--- config.mk ---
export PLATFORM = sky130hd
export DESIGN_NAME = trap_return_unit
export DESIGN_NICKNAME = d
export VERILOG_FILES = /design/src/rtl/trp_pkg.sv /design/src/rtl/trp_fault_check.sv /design/src/rtl/trp_state_unpack.sv /design/src/rtl/trp_pc_select.sv /design/src/rtl/trap_return_unit.sv
export SDC_FILE = /design/constraint.sdc
export NUM_CORES = 1
export LEC_CHECK = 0
export ABC_AREA = 1
export BUFFER_PORTS_ARGS = -buffer_cell sky130_fd_sc_hd__buf_4
export CORE_ASPECT_RATIO = 0.5
export CORE_MARGIN = 2
export CORE_UTILIZATION = 44
export CTS_CLUSTER_SIZE = 10
export DETAILED_ROUTE_END_ITERATION = 10
export PLACE_DENSITY = 0.77
export RECOVER_POWER = 50
export SLEW_MARGIN = 20
export SYNTH_ARGS = -nofsm -noshare
export SYNTH_HDL_FRONTEND = slang
export SYNTH_SLANG_ARGS = --single-unit
--- constraint.sdc ---
create_clock -name clk -period 1.5 [get_ports clk]
set_input_delay 0.15 -clock clk [delete_from_list [all_inputs] [get_ports clk]]
set_output_delay 0.15 -clock clk [all_outputs]
set_load 0.05 [all_outputs]
--- src/rtl/trp_pkg.sv ---
package trp_pkg;
  typedef enum logic [1:0] {
    FLT_NONE    = 2'd0,
    FLT_ILLEGAL = 2'd1,
    FLT_PRIV    = 2'd2
  } fault_e;

  // bit positions inside the packed saved-state word
  localparam int CWP_LO = 0;
  localparam int CWP_HI = 4;
  localparam int PST_LO = 8;
  localparam int PST_HI = 20;
  localparam int ASI_LO = 24;
  localparam int ASI_HI = 31;
  localparam int CWP_W  = CWP_HI - CWP_LO + 1;
  localparam int PST_W  = PST_HI - PST_LO + 1;
  localparam int ASI_W  = ASI_HI - ASI_LO + 1;
  localparam int TS_MIN = ASI_HI + 1;

  localparam int FN_RESUME = 0;
  localparam int FN_REDO   = 1;
endpackage

--- src/rtl/trp_fault_check.sv ---
module trp_fault_check
  import trp_pkg::*;
#(
  parameter int TL_W  = 3,
  parameter int FCN_W = 5
) (
  input  logic [FCN_W-1:0] fn,
  input  logic             priv_state,
  input  logic             priv_hyper,
  input  logic [TL_W-1:0]  tl,
  output fault_e           fault,
  output logic             is_redo
);
  localparam logic [FCN_W-1:0] FN_A = FCN_W'(FN_RESUME);
  localparam logic [FCN_W-1:0] FN_B = FCN_W'(FN_REDO);

  logic fn_ok;

  always_comb begin
    fn_ok   = (fn == FN_A) || (fn == FN_B);
    is_redo = (fn == FN_B);
    // decode first, then privilege, then trap level
    if (!fn_ok)
      fault = FLT_ILLEGAL;
    else if (!(priv_state || priv_hyper))
      fault = FLT_PRIV;
    else if (tl == '0)
      fault = FLT_ILLEGAL;
    else
      fault = FLT_NONE;
  end
endmodule

--- src/rtl/trp_state_unpack.sv ---
module trp_state_unpack
  import trp_pkg::*;
#(
  parameter int TS_W = 32
) (
  input  logic [TS_W-1:0]  tstate,
  output logic [CWP_W-1:0] cwp,
  output logic [PST_W-1:0] pstate,
  output logic [ASI_W-1:0] asi
);
  assign cwp    = tstate[CWP_HI:CWP_LO];
  assign pstate = tstate[PST_HI:PST_LO];
  assign asi    = tstate[ASI_HI:ASI_LO];

  logic unused_gap;
  generate
    if (TS_W > TS_MIN) begin : g_wide
      assign unused_gap = ^{tstate[TS_W-1:TS_MIN], tstate[ASI_LO-1:PST_HI+1],
                            tstate[PST_LO-1:CWP_HI+1]};
    end else begin : g_exact
      assign unused_gap = ^{tstate[ASI_LO-1:PST_HI+1], tstate[PST_LO-1:CWP_HI+1]};
    end
  endgenerate

  initial begin
    assert_ts_width_R3 : assert (TS_W >= TS_MIN)
      else $error("saved-state word narrower than field layout");
  end
endmodule

--- src/rtl/trp_pc_select.sv ---
module trp_pc_select #(
  parameter int PC_W = 64
) (
  input  logic            is_redo,
  input  logic [PC_W-1:0] tpc,
  input  logic [PC_W-1:0] tnpc,
  output logic [PC_W-1:0] pc_n,
  output logic [PC_W-1:0] npc_n
);
  localparam logic [PC_W-1:0] STEP = PC_W'(4);

  always_comb begin
    if (is_redo) begin
      pc_n  = tpc;
      npc_n = tnpc;
    end else begin
      pc_n  = tnpc;
      npc_n = tnpc + STEP;
    end
  end
endmodule

--- src/rtl/trap_return_unit.sv ---
module trap_return_unit
  import trp_pkg::*;
#(
  parameter int PC_W  = 64,
  parameter int TL_W  = 3,
  parameter int TS_W  = 32,
  parameter int FCN_W = 5
) (
  input  logic              clk,
  input  logic              rst,
  input  logic              req_valid,
  input  logic [FCN_W-1:0]  req_fn,
  input  logic              priv_state,
  input  logic              priv_hyper,
  input  logic [TL_W-1:0]   cur_tl,
  input  logic [TS_W-1:0]   saved_state,
  input  logic [PC_W-1:0]   saved_pc,
  input  logic [PC_W-1:0]   saved_npc,
  output logic              res_valid,
  output logic [1:0]        res_fault,
  output logic [4:0]        out_cwp,
  output logic [12:0]       out_pstate,
  output logic [7:0]        out_asi,
  output logic [PC_W-1:0]   out_pc,
  output logic [PC_W-1:0]   out_npc,
  output logic [TL_W-1:0]   out_tl
);
  localparam logic [TL_W-1:0] TL_ONE = TL_W'(1);

  fault_e           fault_c;
  logic             redo_c;
  logic [CWP_W-1:0] cwp_c;
  logic [PST_W-1:0] pst_c;
  logic [ASI_W-1:0] asi_c;
  logic [PC_W-1:0]  pc_c;
  logic [PC_W-1:0]  npc_c;
  logic             commit;

  trp_fault_check #(.TL_W(TL_W), .FCN_W(FCN_W)) u_check (
    .fn(req_fn), .priv_state(priv_state), .priv_hyper(priv_hyper),
    .tl(cur_tl), .fault(fault_c), .is_redo(redo_c)
  );

  trp_state_unpack #(.TS_W(TS_W)) u_unpack (
    .tstate(saved_state), .cwp(cwp_c), .pstate(pst_c), .asi(asi_c)
  );

  trp_pc_select #(.PC_W(PC_W)) u_pcsel (
    .is_redo(redo_c), .tpc(saved_pc), .tnpc(saved_npc),
    .pc_n(pc_c), .npc_n(npc_c)
  );

  assign commit = req_valid && (fault_c == FLT_NONE);

  always_ff @(posedge clk) begin
    if (rst) begin
      res_valid  <= 1'b0;
      res_fault  <= FLT_NONE;
      out_cwp    <= '0;
      out_pstate <= '0;
      out_asi    <= '0;
      out_pc     <= '0;
      out_npc    <= '0;
      out_tl     <= '0;
    end else begin
      res_valid <= req_valid;
      res_fault <= req_valid ? fault_c : FLT_NONE;
      if (commit) begin
        out_cwp    <= cwp_c;
        out_pstate <= pst_c;
        out_asi    <= asi_c;
        out_pc     <= pc_c;
        out_npc    <= npc_c;
        out_tl     <= cur_tl - TL_ONE;
      end
    end
  end

  // result strobe follows the request by exactly one cycle
  assert_strobe_R2 : assert property (@(posedge clk) disable iff (rst)
    req_valid |=> res_valid);
  assert_no_strobe_R2 : assert property (@(posedge clk) disable iff (rst)
    !req_valid |=> !res_valid);

  // no request: architectural state holds
  assert_idle_hold_R11 : assert property (@(posedge clk) disable iff (rst)
    !req_valid |=> $stable({out_cwp, out_pstate, out_asi, out_pc, out_npc, out_tl}));

  // refused request: architectural state holds
  assert_fault_hold_R7 : assert property (@(posedge clk) disable iff (rst)
    (req_valid && fault_c != FLT_NONE) |=>
      $stable({out_cwp, out_pstate, out_asi, out_pc, out_npc, out_tl}));

  assert_tl_dec_R6 : assert property (@(posedge clk) disable iff (rst)
    commit |=> (out_tl == $past(cur_tl) - TL_ONE));

  assert_redo_pc_R5 : assert property (@(posedge clk) disable iff (rst)
    (commit && req_fn == FCN_W'(FN_REDO)) |=>
      (out_pc == $past(saved_pc) && out_npc == $past(saved_npc)));

  assert_priv_code_R8 : assert property (@(posedge clk) disable iff (rst)
    (req_valid && !priv_state && !priv_hyper &&
     (req_fn == FCN_W'(FN_RESUME) || req_fn == FCN_W'(FN_REDO))) |=>
      (res_fault == FLT_PRIV));
endmodule

==> flow_summary.json <==
{
  "synth_area_leaders": "dfxtp_1 41%, nand2_1 13%, o21ai_0 9.7%, nor2_1 6.6%, a31oi_1 5.1%",
  "final_antenna_net_count": 0,
  "core_sq_um": 17500,
  "synth_cell_types": 35,
  "period_minus_slack_ps": 1480,
  "ys_seq_area_share_pct": 40.6,
  "crit_required_ps": 1870,
  "syn_avg_cell_area_sq_um": 6.92,
  "dpl.hpwl_mm": 22.3,
  "drt_pass1_iterations": 7,
  "critPathTopFamily": "buffers and inverters",
  "grt.met2_usage_pct": 53.2,
  "grt_pass1_vias": 9378,
  "vdd_ir_drop_max_mv": 0.824,
  "dieArea_sq_um": 19100,
  "cp-end-kind": "register",
  "grt_use_met3_pct": 6.02,
  "synth_top_family_by_area": "simple AND/OR/NAND/NOR gates",
  "cts_buffers": 17,
  "cts_buffer_depth": 2,
  "cp_num_buf_inv": 6,
  "syn_to_final_growth_pct": 57.1,
  "chipWidth_um": 193,
  "grt_setup_unrepaired": "true",
  "relSlewSlack_pct": 74.4,
  "finalSetupViolations": 0,
  "finalHoldViolCount": 0,
  "syn_nets": 1316,
  "worstSetupStartpointType": "input port",
  "hold_path.class": "input port to register",
  "outcome": "finished, final reports clean",
  "clk_pin_slew_ps": 70,
  "critPathArrivalTime_ps": 1860,
  "worstMarginPinSlew_ps": 383,
  "num_antenna_cells": 0,
  "drv.max_cap_violation_count": 0,
  "die_y_um": 98.7,
  "grt_pass1_wl_mm": 48.3,
  "p_total_mw": 10.5,
  "port_buffers": 326,
  "yosysTopAreaCellShare_pct": 40.6,
  "synthMuxAreaShare_pct": 0,
  "antenna_found_initial": 0,
  "crit_fanout": 33,
  "drv_slew": 0,
  "powerDensity_nw_per_um2": 845,
  "synth_largest_area_cell": "dfxtp_1",
  "ys_warn_count": 0,
  "grt_max_degree": 68,
  "drt_iter0_drc": 621,
  "synthXorXnorAreaFrac_pct": 4.22,
  "detail_route.wl_per_cell_um": 16.3,
  "grt_overflow": 0,
  "syn-instance-count": 1140,
  "worst-setup-path-type": "input port to register",
  "clock-root-buffer": "clkbuf_16",
  "max_freq_mhz": 674,
  "synthAdderAreaFrac_pct": 0.476,
  "drive_above_1_share_pct": 32.6,
  "vias": 9735,
  "fin_skew_ps": 0,
  "gp_congestion": 0.929,
  "rows": 34,
  "ios": 333,
  "p_leak_nw": 5.82,
  "netlist_area_sq_um": 7890,
  "start_util_pct": 45.1,
  "grtUsageMet1_pct": 40.9,
  "viasPerCell": 5.24,
  "period_share_pct": 98.9,
  "grt-busiest-layer": "met2",
  "max_stage_delay_ps": 530,
  "cpMostUsedCell": "nor2_1",
  "h-tree-depth": 4,
  "cp_cell_sequence": "dlygate4sd3_1 > buf_4 > inv_1 > nor2_1 > nand2_1 > inv_6 > buf_12 > nor2_1 > nor2_1 > nand2_1 > inv_1",
  "layout.nets": 1788,
  "tritoncts": "done",
  "final_util_pct": 70.9,
  "cts_sinks": 160,
  "synth-compound-area-share_pct": 19.0,
  "grtUsageTotal_pct": 31.4,
  "synth-simple-area-share_pct": 28.4,
  "totalWireLength_mm": 30.3,
  "ys_ff_latch": 160,
  "drc": 0,
  "crit_slowest_cell": "dlygate4sd3_1",
  "clk_latency_ps": 430
}
==> cell type report <==
class | instances | area (sq um)
sequential | 160 | 3200
timing repair buffer | 521 | 3890
clock buffer | 17 | 425
tap | 234 | 293
inverter | 70 | 273
clock inverter | 14 | 171
fill | 1454 | 5080
multi-input combinational | 842 | 4150
==> cell usage in the layout (no fill, tap or decap), types with 3 or more instances in the layout <==
cell type      instances
buf_12                 9
ha_1                   3
nor2_2                14
nand3b_1               3
nand3_4                3
nand2_2                7
buf_4                314
inv_1                 66
inv_8                  3
clkbuf_16             17
o21ai_0              153
a21oi_1               57
nor2_4                 6
nor3_1                12
nand3_1               40
dlygate4sd3_1         63
nand2_1              267
clkbuf_2             131
nand4_1               17
nor2_1               139
o21bai_1               4
dfxtp_1              160
xnor2_1               12
clkinv_4               4
xor2_1                26
inv_6                  6
a31oi_1               64
==> final timing paths <==
check | slack, ps | end | startpoint | cells after the start
worst max register to register | 680 | out_npc[53]$_SDFFE_PP0P_ | out_npc[53]$_SDFFE_PP0P_ | 4
worst min register to register | 490 | out_pstate[2]$_SDFFE_PP0P_ | out_pstate[2]$_SDFFE_PP0P_ | 2
worst max-delay path | 20 | out_npc[53]$_SDFFE_PP0P_ | req_valid | 11
worst min-delay path | 1 | out_pc[48]$_SDFFE_PP0P_ | saved_pc[48] | 3
==> tightest hold or removal path, stage by stage <==
cell	delay [ps]
buf_4	110
nand2_1	50
a31oi_1	80
==> kinds of logic after synthesis <==
group	after synthesis
AO/OA/AOI/OAI	281
XOR/XNOR	38
adder cells (fa/ha/maj)	3
buffers and inverters	138
flip-flops	160
AND/OR/NAND/NOR	520
==> power by group <==
| group | switching, mW | internal [mW] | total (mW) | leakage, nW |
|---|---|---|---|---|
| Sequential | 0.0374 | 4.32 | 4.36 | 1.29 |
| Combinational | 0.882 | 0.739 | 1.62 | 4.24 |
| Clock | 1.99 | 2.51 | 4.50 | 0.291 |
| Total | 2.91 | 7.57 | 10.5 | 5.82 |
==> routing by layer <==
layer	wire, um	up-vias
li1	-	4728
met1	13400	4592
met2	14300	364
met3	2030	51
met4	631	0
met5	0	-
==> Yosys cell counts <==
cell type / count
nand2_1: 267
dfxtp_1: 160
o21ai_0: 153
nor2_1: 139
inv_1: 67
a31oi_1: 64
a21oi_1: 57
nand3_1: 41
buf_2: 38
clkbuf_1: 28
xor2_1: 26
nand4_1: 17
nor2_2: 16
nor3_1: 12
xnor2_1: 12
nand2_2: 7
nor2_4: 4
o21bai_1: 4
ha_1: 3
inv_2: 3
nand3_2: 3
nand3b_1: 3
buf_4: 2
nand4_2: 2
nor4_1: 2
a21oi_2: 1
and2_1: 1
nand3_4: 1
nor2b_1: 1
nor3_2: 1
nor3_4: 1
nor3b_1: 1
o211ai_1: 1
o21ai_1: 1
or2_2: 1
==> metrics by stage <==
stage / instance area, sq um / cells / setup TNS (ps) / setup WS [ps] / hold slack [ps]
final: 12400 / 1858 / 0 / 16.8 / 1.45
after CTS: 12700 / 1857 / 0 / 75.8 / 0.00752
after global placement: 11500 / 1764 / -12040 / -258 / 334
after global routing: 12400 / 1858 / -756 / -48.2 / 5.06
after detailed placement: 11500 / 1764 / -18180 / -269 / 349
after floorplan: 7890 / 1140 / 0 / 45.5 / 240
==> registers in the layout, indices dropped and copies added, names as in the netlist <==
| register | flops |
|---|---|
| out_cwp | 5 |
| out_pstate | 13 |
| res_valid | 1 |
| out_asi | 8 |
| res_fault | 2 |
| out_pc | 64 |
| out_npc | 64 |
| out_tl | 3 |
==> repair_timing <==
| action | in CTS | in global routing |
|---|---|---|
| gates resized for setup | 0 | 5 |
| setup buffers | 0 | 0 |
| setup endpoints to repair | 0 | 42 |
| hold endpoints to repair | 63 | 1 |
| hold buffers | 62 | 1 |
(Power assumes the default switching activity.)
